--- src/rtl/dch_pkg.sv ---
package dch_pkg;

    parameter int unsigned BYTE_BITS = 8;
    localparam int unsigned SLOT_W   = $clog2(BYTE_BITS);
    localparam int unsigned PAIR_SLOTS = BYTE_BITS / 2;

    typedef enum logic {
        RATE_PAIR   = 1'b0,
        RATE_SINGLE = 1'b1
    } rate_e;

    // What happens in the current cycle, as seen by both data paths.
    typedef struct packed {
        logic              go;       // a frame is processed now
        logic              restart;  // host access realigns the cycle
        logic              last;     // this frame completes a byte
        logic [SLOT_W-1:0] slot;     // slot index used for this frame
    } frame_ev_t;

    function automatic logic [SLOT_W-1:0] last_slot(input rate_e r);
        return (r == RATE_SINGLE) ? SLOT_W'(BYTE_BITS - 1) : SLOT_W'(PAIR_SLOTS - 1);
    endfunction

endpackage

--- src/rtl/dch_slot_ctr.sv ---
module dch_slot_ctr
    import dch_pkg::*;
(
    input  logic              clk,
    input  logic              rst,
    input  logic              frm_pulse,
    input  logic              host_acc,
    input  rate_e             rate,
    output frame_ev_t         ev,
    output logic [SLOT_W-1:0] slot_q
);

    logic [SLOT_W-1:0] cur;
    logic [SLOT_W-1:0] lim;
    logic              at_end;

    always_comb begin
        cur    = host_acc ? '0 : slot_q;
        lim    = last_slot(rate);
        at_end = (cur >= lim);
        ev.go      = frm_pulse;
        ev.restart = host_acc;
        ev.last    = at_end;
        ev.slot    = at_end ? lim : cur;
    end

    always_ff @(posedge clk) begin
        if (rst) begin
            slot_q <= '0;
        end else if (frm_pulse) begin
            slot_q <= at_end ? '0 : cur + 1'b1;
        end else if (host_acc) begin
            slot_q <= '0;
        end
    end

endmodule

--- src/rtl/dch_rx_pack.sv ---
module dch_rx_pack
    import dch_pkg::*;
(
    input  logic                 clk,
    input  logic                 rst,
    input  frame_ev_t            ev,
    input  rate_e                rate,
    input  logic [1:0]           rx_pair,
    output logic [BYTE_BITS-1:0] rx_byte
);

    logic [BYTE_BITS-1:0] acc_q;
    logic [BYTE_BITS-1:0] base;
    logic [BYTE_BITS-1:0] nxt;

    always_comb begin
        base = ev.restart ? '0 : acc_q;
        if (rate == RATE_SINGLE)
            nxt = {base[BYTE_BITS-2:0], rx_pair[1]};
        else
            nxt = {base[BYTE_BITS-3:0], rx_pair};
    end

    always_ff @(posedge clk) begin
        if (rst) begin
            acc_q   <= '0;
            rx_byte <= '1;
        end else if (ev.go) begin
            if (ev.last) begin
                acc_q   <= '0;
                rx_byte <= nxt;
            end else begin
                acc_q <= nxt;
            end
        end else if (ev.restart) begin
            acc_q <= '0;
        end
    end

endmodule

--- src/rtl/dch_tx_slice.sv ---
module dch_tx_slice
    import dch_pkg::*;
(
    input  logic                 clk,
    input  logic                 rst,
    input  frame_ev_t            ev,
    input  rate_e                rate,
    input  logic                 wr_strobe,
    input  logic [BYTE_BITS-1:0] wr_byte,
    output logic [1:0]           tx_pair
);

    logic [BYTE_BITS-1:0] hold_q;
    logic [BYTE_BITS-1:0] src;
    logic [BYTE_BITS-1:0] moved;
    logic [1:0]           pick;

    always_comb begin
        src = wr_strobe ? wr_byte : hold_q;
        if (rate == RATE_SINGLE) begin
            moved = src << ev.slot;
            pick  = {moved[BYTE_BITS-1], 1'b1};
        end else begin
            moved = src << {ev.slot, 1'b0};
            pick  = moved[BYTE_BITS-1 -: 2];
        end
    end

    always_ff @(posedge clk) begin
        if (rst) begin
            hold_q  <= '1;
            tx_pair <= 2'b11;
        end else begin
            if (wr_strobe)
                hold_q <= wr_byte;
            if (ev.go)
                tx_pair <= pick;
        end
    end

endmodule

--- src/rtl/dch_assembler.sv ---
module dch_assembler
    import dch_pkg::*;
(
    input  logic       clk,
    input  logic       rst,
    input  logic       frm_pulse,
    input  logic       rate_low,
    input  logic [1:0] rx_pair,
    input  logic       rd_strobe,
    input  logic       wr_strobe,
    input  logic [7:0] wr_byte,
    output logic [1:0] tx_pair,
    output logic [7:0] rx_byte
);

    rate_e             rate;
    frame_ev_t         ev;
    logic [SLOT_W-1:0] slot_q;
    logic              host_acc;

    assign rate     = rate_e'(rate_low);
    assign host_acc = rd_strobe | wr_strobe;

    dch_slot_ctr u_slot (
        .clk       (clk),
        .rst       (rst),
        .frm_pulse (frm_pulse),
        .host_acc  (host_acc),
        .rate      (rate),
        .ev        (ev),
        .slot_q    (slot_q)
    );

    dch_rx_pack u_rx (
        .clk     (clk),
        .rst     (rst),
        .ev      (ev),
        .rate    (rate),
        .rx_pair (rx_pair),
        .rx_byte (rx_byte)
    );

    dch_tx_slice u_tx (
        .clk       (clk),
        .rst       (rst),
        .ev        (ev),
        .rate      (rate),
        .wr_strobe (wr_strobe),
        .wr_byte   (wr_byte),
        .tx_pair   (tx_pair)
    );

endmodule

--- config.mk ---
export PLATFORM = sky130hd
export DESIGN_NAME = dch_assembler
export DESIGN_NICKNAME = d
export VERILOG_FILES = /design/src/rtl/dch_pkg.sv /design/src/rtl/dch_slot_ctr.sv /design/src/rtl/dch_rx_pack.sv /design/src/rtl/dch_tx_slice.sv /design/src/rtl/dch_assembler.sv
export SDC_FILE = /design/constraint.sdc
export NUM_CORES = 1
export LEC_CHECK = 0
export BUFFER_PORTS_ARGS = -buffer_cell sky130_fd_sc_hd__buf_4
export CAP_MARGIN = 20
export CORE_MARGIN = 2
export CORE_UTILIZATION = 54
export CTS_CLUSTER_DIAMETER = 200
export DETAILED_ROUTE_END_ITERATION = 10
export GPL_TIMING_DRIVEN = 0
export PLACE_DENSITY = 0.84
export SLEW_MARGIN = 10
export SYNTH_ARGS = -nofsm -noshare
export SYNTH_HDL_FRONTEND = slang
export SYNTH_SLANG_ARGS = --single-unit
--- constraint.sdc ---
create_clock -name clk -period 2.7 [get_ports clk]
set_clock_uncertainty 0.2 [all_clocks]
set_input_delay 0.27 -clock clk [delete_from_list [all_inputs] [get_ports clk]]
set_output_delay 0.27 -clock clk [all_outputs]
set_load 0.01 [all_outputs]
==> key figures <==
STA
  • Worst Slack Setup Final: 0.139 ns
  • Minimum clock period: 2.56 ns
  • Final setup fails: 0
  • Unrepaired setup endpoints after global routing: no
  • Final period utilization: 0.948
  • Final Max Tran Viols: 0
  • Worst-Margin Slew: 0.580 ns
  • Final count of hold timing violations: 0
  • Sum Neg Setup Slack: 0 ns
  • Slew HR: 0.613
  • F_max: 0.391 GHz

CTS
  • Clock Tree Buf Depth: 2
  • Worst-skew pair later-pin latency: 0.33 ns
  • H-tree depth: 1
  • CTS buffer count: 3
  • Post-CTS Resized: 0
  • TritonCTS Sinks: 28
  • Clock-pin slew on the worst setup and hold paths: 0.16 ns
  • Root Buffer: clkbuf_4
  • CTS tree: built

Detailed routing
  • Via count: 1315
  • Via-per-instance ratio: 5.95
  • Post-route ant nets: 0
  • Drt total wl: 3290 um
  • DRT Pass-1 Iters: 4
  • Iteration-0 DRC Markers: 27
  • DRC: 0
  • DR WL/cell: 14.9 um

Finish
  • Share of cells above drive strength 1: 0.204
  • Multi-input gate area: 796 um2
  • Synth-to-Final Area Change: 23.0%
  • Nets@finish: 209
  • Finished Layout Cells: 221
  • Sequential Area: 561 um2
  • ANT cells: 0
  • Fillcell total: 211

Floorplanning
  • Core Footprint: 2480 um2
  • Die Y: 55.1 um
  • Site Rows: 18
  • Die Area: 3040 um2
  • Top-Level Pins: 26
  • Die width: 55.1 um
  • Initial Utilization: 0.569

Critical path
  • Type of origin of the critical path: input pin
  • Crit-path max FO: 10
  • Kind of critical path: in2reg
  • CP arrival: 2.63 ns
  • Worst Setup End Kind: flop
  • Req. time, crit path: 2.77 ns

Pwr
  • Worst VDD drop: 0.000400 V
  • Total Power: 0.812 mW
  • Clock share of power: 0.344
  • Sw Pwr: 0.188 mW
  • Combinational Power Share: 0.128
  • Leak Pwr: 0.694 nW
  • Cell Int Power: 0.624 mW
  • Sw frac: 0.232
  • Share of power burned in registers: 0.528
  • Pwr/cell area: 468 nW/um2

Place
  • Number of buffers added on ports: 25
  • RePlAce Congestion: 0.918
  • Post-Place Cells: 213
  • Detailed placer's ending HPWL: 2410 um
  • Setup WS pre-CTS: -0.313 ns

Global routing
  • GR Util met2: 0.421
  • First-pass GRT wire length: 5040 um
  • GR Overflow Total: 0
  • Initial antenna violation count: 0
  • Global Route met3 Usage: 0.0296
  • Tot GR Track Use: 0.228
  • Vias in the first global route: 1170
  • Routing usage on met1: 0.266
  • Grt peak-use layer: met2
  • Largest net degree at the start of global routing: 17

Synth
  • Post-Syn Area: 1410 um2
  • Post-synth EDFFs: 0
  • Mapped Nets: 175
  • Post-synth top area share: 0.398
  • Ranking of synthesized cells by area: dfxtp_1 (40%), mux2i_1 (13%), nor2_1 (6.4%)
  • YS warnings: 0
  • Sequential element share of the synthesized area: 0.398
  • Top_reg_cell synth: dfxtp_1
  • Avg Cell Area, Syn: 8.92 um2
  • Synth unique cells: 39
  • Yosys reg bits: 28
  • Synth area leader: dfxtp_1
  • Synth async-reset ratio: 0
  • Synthesized instance count: 158

Status
  • Status: complete, no violations

Worst hold path
  • Min-Delay Path Class: in2reg

Job
  • Max-cap violations: 0
## per-layer routing
metal	routed length, um	vias to the layer above
li1	-	638
met1	1350	613
met2	1710	55
met3	176	9
met4	61	0
met5	0	-
## state kept, by name, indices dropped and copies added (netlist names)
register and flops:
u_slot.slot_q 3, u_tx.tx_pair 2, u_rx.rx_byte 8, u_tx.hold_q 8, u_rx.acc_q 7
## critical path, stage by stage
cell and delay [ns]:
buf_4 0.12, buf_6 0.15, nor2_1 0.22, and2_1 0.23, ha_1 0.36, a21oi_1 0.17
o21ai_2 0.25, mux2_2 0.37, o311a_1 0.31, a211oi_2 0.19
## power by group through the flow
stage / sequential (mW) / combinational (mW) / clock, mW
detailed placement: 0.438 / 0.0966 / 0
global route: 0.430 / 0.113 / 0.295
global placement: 0.437 / 0.0929 / 0
CTS: 0.429 / 0.103 / 0.285
finish: 0.429 / 0.104 / 0.279
floorplan: 0.438 / 0.0596 / 0
## worst paths after layout
check	cells after the start	slack, ns	end	startpoint
worst min-delay path	3	0.02	u_tx.tx_pair[0]	rst
worst min register to register	2	0.27	u_rx.rx_byte[0]	u_rx.rx_byte[0]
worst max-delay path	10	0.14	u_tx.tx_pair[1]	wr_strobe
worst max register to register	7	0.18	u_tx.tx_pair[1]	u_slot.slot_q[1]
## through the flow
| stage | instance area, um2 | hold WS, ns | util |
|---|---|---|---|
| floorplan | 1410 | 0.217 | - |
| global placement | 1640 | 0.229 | 0.660 |
| detailed placement | 1640 | 0.254 | 0.660 |
| CTS | 1740 | 0.0103 | 0.702 |
| global route | 1730 | 0.00489 | 0.700 |
| finish | 1730 | 0.0200 | 0.700 |
## synth_stat cells, types with 2 or more instances
master / instances
a21oi_1: 8
clkbuf_1: 7
dfxtp_1: 28
nor2b_1: 2
mux2_2: 3
o21ai_0: 2
and2_1: 2
a22oi_1: 6
inv_1: 2
nor2_1: 24
nand2b_1: 7
mux2i_1: 18
nor4_1: 2
a211o_1: 7
nor3_1: 9
nor3b_1: 2
nand2_1: 7
## layout by cell type, fill, tap and decap left out, drive strengths merged
| cell | n |
|---|---|
| ha | 1 |
| nor3b | 2 |
| and3 | 1 |
| dlygate4sd3 | 5 |
| maj3 | 1 |
| a22oi | 6 |
| o211ai | 1 |
| a31oi | 1 |
| nor2 | 24 |
| o311a | 1 |
| o21ai | 4 |
| a211oi | 1 |
| nand2 | 7 |
| nor3 | 9 |
| nor4 | 2 |
| clkbuf | 9 |
| inv | 2 |
| o22ai | 1 |
| nand2b | 7 |
| and2 | 2 |
| dfxtp | 28 |
| buf | 28 |
| o21a | 1 |
| or2 | 2 |
| or4b | 1 |
| a41oi | 1 |
| nand3b | 1 |
| mux2 | 3 |
| a21boi | 1 |
| a211o | 7 |
| a21oi | 8 |
| bufinv | 1 |
| mux2i | 18 |
| o221a | 1 |
| nor2b | 2 |
| nand3 | 1 |
## area by class of cell
class / count / share of cell area
clock inverter: 1 / 0.0173
timing repair buffer: 30 / 0.137
multi-input combinational: 118 / 0.459
tap: 30 / 0.0216
buffer: 9 / 0.0245
clock buffer: 3 / 0.0130
inverter: 2 / 0.00433
sequential: 28 / 0.323
## cell families (layout without fill, tap and decap cells)
group           Yosys count  in the layout  synth area share
flops                    28             28             0.398
fa+ha+maj                 2              2            0.0160
compound gates           34             34             0.182
simple gates             61             61             0.215
buf+inv                  12             45            0.0382
mux                      21             21             0.152
## timing repair
| action | 4_1_cts | 5_1_grt |
|---|---|---|
| setup buffers | 0 | 0 |
| hold endpoints to repair | 5 | 0 |
| setup endpoints to repair | 0 | 1 |
| hold buffers | 5 | 0 |
Power figures use the tool's default switching activity.
